### src/rtl/vpm_gate_pkg.sv
// Package: shared outcome type and access encoding constants for the
// virtual partition mapping valid-bit gate.
package vpm_gate_pkg;

    // One outcome per accepted access.
    typedef enum logic [2:0] {
        OUT_UNDEF  = 3'd0,
        OUT_TRAP2  = 3'd1,
        OUT_TRAP3  = 3'd2,
        OUT_REDIR  = 3'd3,
        OUT_DIRECT = 3'd4
    } outcome_e;

    localparam logic [1:0]  ENC_OP0 = 2'b11;
    localparam logic [2:0]  ENC_OP1 = 3'b100;
    localparam logic [3:0]  ENC_CRN = 4'b1010;
    localparam logic [3:0]  ENC_CRM = 4'b0100;
    localparam logic [2:0]  ENC_OP2 = 3'b001;

    localparam logic [5:0]  TRAP_EC     = 6'h18;
    localparam logic [11:0] REDIR_OFFSET = 12'h938;

endpackage

### src/rtl/vpm_enc_match.sv
// Module: vpm_enc_match
// Compares a system-register encoding tuple against the one this block
// owns. Purely combinational; assumes the fields are stable while
// req_valid is high.
module vpm_enc_match
    import vpm_gate_pkg::*;
(
    input  logic [1:0] op0,
    input  logic [2:0] op1,
    input  logic [3:0] crn,
    input  logic [3:0] crm,
    input  logic [2:0] op2,
    output logic       hit
);

    // Match all five fields at once; reads and writes share the tuple.
    always_comb begin
        hit = (op0 == ENC_OP0) && (op1 == ENC_OP1) && (crn == ENC_CRN) &&
              (crm == ENC_CRM) && (op2 == ENC_OP2);
    end

endmodule

### src/rtl/vpm_access_decide.sv
// Module: vpm_access_decide
// Turns the privilege context into a single outcome for an access to the
// valid-bit register. Combinational; it assumes the caller gates the
// result with an encoding hit.
module vpm_access_decide
    import vpm_gate_pkg::*;
(
    input  logic [1:0] cur_el,
    input  logic       feat_v0,
    input  logic       feat_v1,
    input  logic       cap_grant,
    input  logic [2:0] nv_ctl,
    input  logic       el3_present,
    input  logic       trap_lower,
    input  logic       sdd_undef,
    input  logic       sdd_undef_prio,
    output outcome_e   outcome
);

    logic present;
    logic upper_trap;
    logic nv_redirect;

    // Shared terms: register presence, the level-3 trap request, and the
    // 1x1 nested pattern.
    always_comb begin
        present     = (feat_v0 || feat_v1) && cap_grant;
        upper_trap  = el3_present && trap_lower;
        nv_redirect = nv_ctl[2] && nv_ctl[0];
    end

    // Priority decision: presence first, then the branch for the level.
    always_comb begin
        outcome = OUT_UNDEF;
        if (!present) begin
            outcome = OUT_UNDEF;
        end else begin
            unique case (cur_el)
                2'd0: outcome = OUT_UNDEF;
                2'd1: begin
                    if (nv_redirect)
                        outcome = OUT_REDIR;
                    else if (nv_ctl[0])
                        outcome = upper_trap ? (sdd_undef ? OUT_UNDEF : OUT_TRAP3)
                                             : OUT_TRAP2;
                    else
                        outcome = OUT_UNDEF;
                end
                2'd2: begin
                    if (upper_trap && sdd_undef_prio)
                        outcome = OUT_UNDEF;
                    else if (upper_trap)
                        outcome = sdd_undef ? OUT_UNDEF : OUT_TRAP3;
                    else
                        outcome = OUT_DIRECT;
                end
                default: outcome = OUT_DIRECT;
            endcase
        end
    end

endmodule

### src/rtl/vpm_valid_store.sv
// Module: vpm_valid_store
// Holds the valid flags and applies the implemented-entry mask on both write
// and read. Bits at or above NUM_ENTRIES are never stored. Assumes max_group
// may change at any time; the read view follows its current value.
module vpm_valid_store #(
    parameter int REG_W       = 64,
    parameter int NUM_ENTRIES = 32,
    parameter int PER_GROUP   = 4,
    parameter int GROUP_W     = 3,
    localparam int SEL_W      = $clog2(NUM_ENTRIES),
    localparam int GSHIFT     = $clog2(PER_GROUP),
    localparam int LIM_W      = GROUP_W + 1 + GSHIFT
) (
    input  logic               clk,
    input  logic               rst_n,
    input  logic               we,
    input  logic [REG_W-1:0]   wdata,
    input  logic [GROUP_W-1:0] max_group,
    input  logic [SEL_W-1:0]   entry_sel,
    output logic [REG_W-1:0]   rd_value,
    output logic               entry_valid,
    output logic [SEL_W-GSHIFT-1:0] entry_group
);

    logic [NUM_ENTRIES-1:0] flags;
    logic [NUM_ENTRIES-1:0] impl_mask;
    logic [LIM_W-1:0]       limit;

    // Number of implemented entries: (max_group+1) groups of PER_GROUP.
    always_comb begin
        limit = LIM_W'((LIM_W'(max_group) + LIM_W'(1)) << GSHIFT);
    end

    // One mask bit per entry: implemented when its index is below limit.
    for (genvar i = 0; i < NUM_ENTRIES; i++) begin : g_mask
        assign impl_mask[i] = (32'(i) < 32'(limit));
    end

    // Storage: cleared on reset, masked update on a write enable.
    always_ff @(posedge clk) begin
        if (!rst_n)
            flags <= '0;
        else if (we)
            flags <= wdata[NUM_ENTRIES-1:0] & impl_mask;
    end

    // Read view: zero above the entry range and outside the implemented set.
    always_comb begin
        rd_value = '0;
        rd_value[NUM_ENTRIES-1:0] = flags & impl_mask;
    end

    // Entry query: containing mapping register and masked flag.
    always_comb begin
        entry_group = entry_sel[SEL_W-1:GSHIFT];
        entry_valid = flags[entry_sel] & impl_mask[entry_sel];
    end

    // an unimplemented entry never reports valid.
    a_r10_query_masked: assert property (@(posedge clk) disable iff (!rst_n)
        (32'(entry_sel) >= 32'(limit)) |-> !entry_valid);

    // storage holds its value without a write enable.
    a_r12_hold_without_we: assert property (@(posedge clk) disable iff (!rst_n)
        !we |=> $stable(flags));

endmodule

### src/rtl/vpm_valid_gate.sv
// Module: vpm_valid_gate (top)
// Virtual partition mapping valid-bit register plus its access gate. An
// accepted request produces one registered response pulse on the next
// cycle; the store updates on the same edge only for a direct write.
// Assumes requests are single-cycle strobes.
module vpm_valid_gate
    import vpm_gate_pkg::*;
#(
    parameter int REG_W       = 64,
    parameter int NUM_ENTRIES = 32,
    parameter int PER_GROUP   = 4,
    parameter int GROUP_W     = 3,
    localparam int SEL_W      = $clog2(NUM_ENTRIES),
    localparam int GSHIFT     = $clog2(PER_GROUP)
) (
    input  logic                     clk,
    input  logic                     rst_n,
    input  logic                     req_valid,
    input  logic                     req_write,
    input  logic [1:0]               req_op0,
    input  logic [2:0]               req_op1,
    input  logic [3:0]               req_crn,
    input  logic [3:0]               req_crm,
    input  logic [2:0]               req_op2,
    input  logic [REG_W-1:0]         req_wdata,
    input  logic [1:0]               cur_el,
    input  logic                     feat_v0,
    input  logic                     feat_v1,
    input  logic                     cap_grant,
    input  logic [2:0]               nv_ctl,
    input  logic                     el3_present,
    input  logic                     trap_lower,
    input  logic                     sdd_undef,
    input  logic                     sdd_undef_prio,
    input  logic [GROUP_W-1:0]       max_group,
    input  logic [SEL_W-1:0]         entry_sel,
    output logic                     entry_valid,
    output logic [SEL_W-GSHIFT-1:0]  entry_group,
    output logic                     rsp_valid,
    output logic                     rsp_undef,
    output logic                     rsp_trap_el2,
    output logic                     rsp_trap_el3,
    output logic                     rsp_redirect,
    output logic                     rsp_direct,
    output logic [REG_W-1:0]         rsp_rdata,
    output logic [5:0]               rsp_ec,
    output logic [11:0]              rsp_mem_offset
);

    logic       enc_hit;
    logic       accept;
    logic       store_we;
    outcome_e   outcome;
    logic [REG_W-1:0] rd_value;

    vpm_enc_match u_match (
        .op0 (req_op0),
        .op1 (req_op1),
        .crn (req_crn),
        .crm (req_crm),
        .op2 (req_op2),
        .hit (enc_hit)
    );

    vpm_access_decide u_decide (
        .cur_el         (cur_el),
        .feat_v0        (feat_v0),
        .feat_v1        (feat_v1),
        .cap_grant      (cap_grant),
        .nv_ctl         (nv_ctl),
        .el3_present    (el3_present),
        .trap_lower     (trap_lower),
        .sdd_undef      (sdd_undef),
        .sdd_undef_prio (sdd_undef_prio),
        .outcome        (outcome)
    );

    // Accept only owned encodings; write only when the access is direct.
    always_comb begin
        accept   = req_valid && enc_hit;
        store_we = accept && req_write && (outcome == OUT_DIRECT);
    end

    vpm_valid_store #(
        .REG_W       (REG_W),
        .NUM_ENTRIES (NUM_ENTRIES),
        .PER_GROUP   (PER_GROUP),
        .GROUP_W     (GROUP_W)
    ) u_store (
        .clk         (clk),
        .rst_n       (rst_n),
        .we          (store_we),
        .wdata       (req_wdata),
        .max_group   (max_group),
        .entry_sel   (entry_sel),
        .rd_value    (rd_value),
        .entry_valid (entry_valid),
        .entry_group (entry_group)
    );

    // Response register: one-hot outcome plus its payload, one cycle long.
    always_ff @(posedge clk) begin
        if (!rst_n) begin
            rsp_valid      <= 1'b0;
            rsp_undef      <= 1'b0;
            rsp_trap_el2   <= 1'b0;
            rsp_trap_el3   <= 1'b0;
            rsp_redirect   <= 1'b0;
            rsp_direct     <= 1'b0;
            rsp_rdata      <= '0;
            rsp_ec         <= '0;
            rsp_mem_offset <= '0;
        end else begin
            rsp_valid      <= accept;
            rsp_undef      <= accept && (outcome == OUT_UNDEF);
            rsp_trap_el2   <= accept && (outcome == OUT_TRAP2);
            rsp_trap_el3   <= accept && (outcome == OUT_TRAP3);
            rsp_redirect   <= accept && (outcome == OUT_REDIR);
            rsp_direct     <= accept && (outcome == OUT_DIRECT);
            rsp_rdata      <= (accept && !req_write && outcome == OUT_DIRECT) ? rd_value : '0;
            rsp_ec         <= (accept && (outcome == OUT_TRAP2 || outcome == OUT_TRAP3)) ? TRAP_EC : '0;
            rsp_mem_offset <= (accept && outcome == OUT_REDIR) ? REDIR_OFFSET : '0;
        end
    end

    // a response carries exactly one outcome, and none without a response.
    a_r12_onehot: assert property (@(posedge clk) disable iff (!rst_n)
        rsp_valid |-> $countones({rsp_undef, rsp_trap_el2, rsp_trap_el3,
                                  rsp_redirect, rsp_direct}) == 1);
    a_r12_idle_quiet: assert property (@(posedge clk) disable iff (!rst_n)
        !rsp_valid |-> !(rsp_undef || rsp_trap_el2 || rsp_trap_el3 ||
                         rsp_redirect || rsp_direct));

    // level 0 never reaches anything but undefined.
    a_r3_el0_undef: assert property (@(posedge clk) disable iff (!rst_n)
        (accept && cur_el == 2'd0) |=> rsp_undef);

    // level 3 with the register present is always direct.
    a_r8_el3_direct: assert property (@(posedge clk) disable iff (!rst_n)
        (accept && cur_el == 2'd3 && (feat_v0 || feat_v1) && cap_grant) |=> rsp_direct);

    // a miss on the encoding gives no response.
    a_r1_miss_silent: assert property (@(posedge clk) disable iff (!rst_n)
        (req_valid && !enc_hit) |=> !rsp_valid);

    // the upper word of read data is always zero.
    a_r9_upper_zero: assert property (@(posedge clk) disable iff (!rst_n)
        rsp_rdata[REG_W-1:NUM_ENTRIES] == '0);

    // a redirect reports the fixed memory offset.
    a_r4_redirect_offset: assert property (@(posedge clk) disable iff (!rst_n)
        rsp_redirect |-> rsp_mem_offset == 12'h938);

endmodule

### config.mk
export PLATFORM = sky130hd
export DESIGN_NAME = vpm_valid_gate
export DESIGN_NICKNAME = d
export VERILOG_FILES = /design/src/rtl/vpm_gate_pkg.sv /design/src/rtl/vpm_enc_match.sv /design/src/rtl/vpm_access_decide.sv /design/src/rtl/vpm_valid_store.sv /design/src/rtl/vpm_valid_gate.sv
export SDC_FILE = /design/constraint.sdc
export NUM_CORES = 1
export LEC_CHECK = 0
export ABC_AREA = 1
export CORE_UTILIZATION = 44
export CTS_CLUSTER_SIZE = 16
export DETAILED_ROUTE_END_ITERATION = 10
export GPL_TIMING_DRIVEN = 1
export PLACE_DENSITY = 0.92
export SKIP_CTS_REPAIR_TIMING = 1
export SLEW_MARGIN = 20
export SYNTH_ARGS = -nofsm -noshare
export SYNTH_HDL_FRONTEND = slang
export SYNTH_HIERARCHICAL = 1
export SYNTH_SLANG_ARGS = --single-unit
### constraint.sdc
create_clock -name clk -period 2.22 [get_ports clk]
set_input_delay 0.222 -clock clk [delete_from_list [all_inputs] [get_ports clk]]
set_output_delay 0.222 -clock clk [all_outputs]
set_load 0.1 [all_outputs]
==> impl_metrics.csv <==
group,metric,value,unit
layout,regArea,2060,µm²
timing,hold_violations,0,
power_and_ir_drop,p_clk_share,37.1,%
synthesis,synth_warnings,6,
power_and_ir_drop,finalPower,3.67,mW
route,drt_iter0_drc,151,
global_routing,grtUsageMet2,32.8,%
floorplan,die_area,11400,µm²
synthesis,netlist_instances,622,
placed_design,dpl.hpwl,7.72,mm
layout,num-fill-cells,948,
cts,cts.path.max_buffers,2,
global_routing,grt_max_degree,53,
timing,post-route-period-util,91.3,%
timing,hold_slack,0.373,ns
synthesis,synthSimpleGateAreaFrac,24.1,%
global_routing,busiest_layer,"met2",
global_routing,gr-total-overflow,0,
global_routing,grt_first_pass_wirelength,16.3,mm
layout,layout.cells.non_filler,908,
cts,cts_made_buffers,9,
setup_path,critPathTopFamily,"buffers and inverters",
placed_design,dp_cells,891,
global_routing,grt_pass1_vias,3789,
synthesis,ys_ff_latch,103,
synthesis,synthAdderAreaFrac,0.520,%
setup_path,r2r_end,"u_store/flags[30]$_SDFFE_PN0P_",
synthesis,ys_types,33,
route,via_per_inst,4.35,
setup_path,required,2.00,ns
setup_path,rrSetupSlack,1.46,ns
floorplan,die_y,107,µm
cts,htreeDepth,3,
setup_path,cpPeakStageDelay,0.49,ns
power_and_ir_drop,p_switching,0.894,mW
timing,rsz0062_at_grt,"no",
cts,clk-insertion-delay-late,0.35,ns
timing,tightest_slew,0.498,ns
synthesis,ys_seq_area_share,42.9,%
hold_path,whs_endpoint,"rsp_rdata[16]$_SDFF_PN0_",
setup_path,cp_common_cell,"nand2_1",
layout,nets,872,
cts,clk_pin_slew,0.10,ns
global_routing,grtUsageMet1,18.7,%
route,routed_wl,10.1,mm
timing,maxSlewViolCount,0,
timing,fin_crit,2.03,ns
setup_path,ff2ff_path_depth,2,
setup_path,end_kind,"primary output",
route,wl_per_cell,11.1,µm
layout,area_growth,30.1,%
timing,setup_ws,0.192,ns
timing,setup_violations,0,
synthesis,synth.area.mux_share,0,%
placed_design,gp_congestion,0.844,
placed_design,post-place-ws,-0.0232,ns
synthesis,synth_area,4810,µm²
run_status,status,"finished, final reports clean",
power_and_ir_drop,ir_drop,0.349,mV
synthesis,synth_top_family_by_area,"simple AND/OR/NAND/NOR gates",
timing,finClkSkew,0.00827,ns
hold_path,hp-class,"input port to register",
power_and_ir_drop,p_seq_share,50.3,%
setup_path,cp_cell_sequence,"clkdlybuf4s50_1 -> buf_4 -> nand2_1 -> nand3_1 -> nand3_1 -> nand2_1 -> nor2_1 -> nand2_1 -> nand2_1 -> nand2_1 -> inv_1 -> buf_12",
synthesis,synthXorXnorAreaFrac,0,%
cts,clockRootBuffer,"clkbuf_8",
floorplan,floorplan.initialDensity,46.0,%
route,first_pass_iters,4,
setup_path,worstSetupStartpoint,"entry_sel[0]",
route,ant_nets,0,
setup_path,critPathSlowestCell,"clkdlybuf4s50_1",
cts,cts_tree,"done",
route,route.vias.total,3953,
hold_path,holdPathStages,5,
power_and_ir_drop,comb_power_share,12.5,%
setup_path,r2r_start,"u_store/flags[30]$_SDFFE_PN0P_",
timing,max_freq,493,MHz
setup_path,crit_path_max_fanout,10,
floorplan,core,10500,µm²
floorplan,ios,196,
setup_path,startpoint_type,"input port",
global_routing,track_usage,18.2,%
cts,cts.sinks,103,
floorplan,num_rows,37,
hold_path,min-delay-start,"max_group[2]",
synthesis,synth_compound_area_share,9.65,%
setup_path,crit_type,"input port to primary output",
layout,multi_input_area,1810,µm²
layout,drive_above_1_share,25.2,%
flow_run,cap_viol_max_count,0,
placed_design,io_buffers,151,
power_and_ir_drop,power_leakage,2.67,nW
global_routing,antenna_found_initial,1,
setup_path,worstPathArrival,1.81,ns
power_and_ir_drop,p_per_area,586,nW/µm²
setup_path,path_buf_inv,4,
route,drc,0,
global_routing,gr-usage-met3,7.85,%
power_and_ir_drop,p_int,2.77,mW
synthesis,synth_area_per_cell,7.73,µm²
timing,slew_headroom,66.8,%
power_and_ir_drop,switching_share,24.4,%
floorplan,die_w,107,µm
-- per-layer routing --
layer | wire length [µm] | part of all wire (%)
met1 | 3960 | 39
met2 | 5030 | 50
met3 | 941 | 9.3
met4 | 137 | 1.4
met5 | 0 | 0
-- synth_stat cells, drive strengths merged --
master  number  area [µm²]
a211oi      24         180
a21oi       36         188
buf         67         546
clkbuf       7        36.3
clkinv       1        3.75
conb         2        7.51
dfxtp      103        2060
ha           2        25.0
inv        135         509
nand2       69         284
nand3       38         233
nand3b       1        7.51
nand4        2        12.5
nor2       115         594
nor3         3        20.0
o211ai       5        37.5
o21ai       11        58.8
or2          1        6.26
-- worst reg2reg max path, stage by stage, from the launching register on --
cell	delay, ns
dfxtp_1	0.36
inv_1	0.07
a211oi_1	0.25
-- metrics by stage --
stage	setup TNS, ns	cell area (µm²)	utilization [%]
final	0	6260	59.8
after detailed placement	-0.0785	6010	57.5
after floorplan	0	4960	-
after CTS	0	6250	59.7
after global routing	0	6260	59.8
after global placement	0	6010	57.5
-- cell type report --
type                    count  share of cell area, %
diodes                      2                 0.0799
clock buffers              10                   2.04
clock inverters             5                   1.70
inverters                 136                   8.19
multi-input cells         350                   28.9
flip-flops and latches    103                   32.9
well taps                 136                   2.72
repair buffers            166                   23.4
-- worst max path at each step --
stage | end | depth (start not counted) | slack (ns)
3_3_place_gp | u_store/flags[11]$_SDFFE_PN0P_ | 13 | 0.04
5_1_grt | entry_valid | 11 | 0.08
6_report | entry_valid | 12 | 0.19
3_5_place_dp | u_store/flags[12]$_SDFFE_PN0P_ | 13 | -0.02
2_1_floorplan | entry_valid | 9 | 0.41
4_1_cts | entry_valid | 11 | 0.04
-- cells in the final DEF, fill, tap and decap left out, types with 5 or more instances in the layout --
| master | netlist | routed |
|---|---|---|
| o21ai_0 | 8 | 8 |
| o211ai_1 | 5 | 5 |
| inv_1 | 127 | 127 |
| nand2_1 | 65 | 65 |
| clkbuf_8 | 1 | 9 |
| inv_2 | 7 | 7 |
| nor2_2 | 62 | 62 |
| clkdlybuf4s50_1 | 0 | 67 |
| a21oi_1 | 34 | 34 |
| buf_4 | 54 | 93 |
| dfxtp_1 | 103 | 103 |
| a211oi_1 | 24 | 24 |
| nand3_1 | 34 | 34 |
| nor2_1 | 52 | 52 |
| conb_1 | 2 | 43 |
-- state kept, by name, indices dropped and copies added (netlist names) --
| register | cells |
|---|---|
| rsp_rdata | 64 |
| u_store/flags | 32 |
| rsp_direct | 1 |
| rsp_ec | 1 |
| rsp_mem_offset | 1 |
| rsp_trap_el2 | 1 |
| rsp_trap_el3 | 1 |
| rsp_undef | 1 |
| rsp_valid | 1 |
-- power by group through the flow --
stage                     Combinational (mW)  Sequential (mW)  Clock, mW
after detailed placement               0.455             1.89          0
after CTS                              0.458             1.85       1.41
after floorplan                        0.333             1.89          0
after global placement                 0.450             1.89          0
final                                  0.460             1.85       1.36
after global routing                   0.494             1.85       1.49
-- cell families (layout without fill, tap and decap cells) --
group | Yosys count | in the layout
simple gates | 229 | 229
buf+inv | 210 | 317
flops | 103 | 103
compound gates | 76 | 76
fa+ha+maj | 2 | 2
other cells | 2 | 45
(Power assumes the default switching activity.)
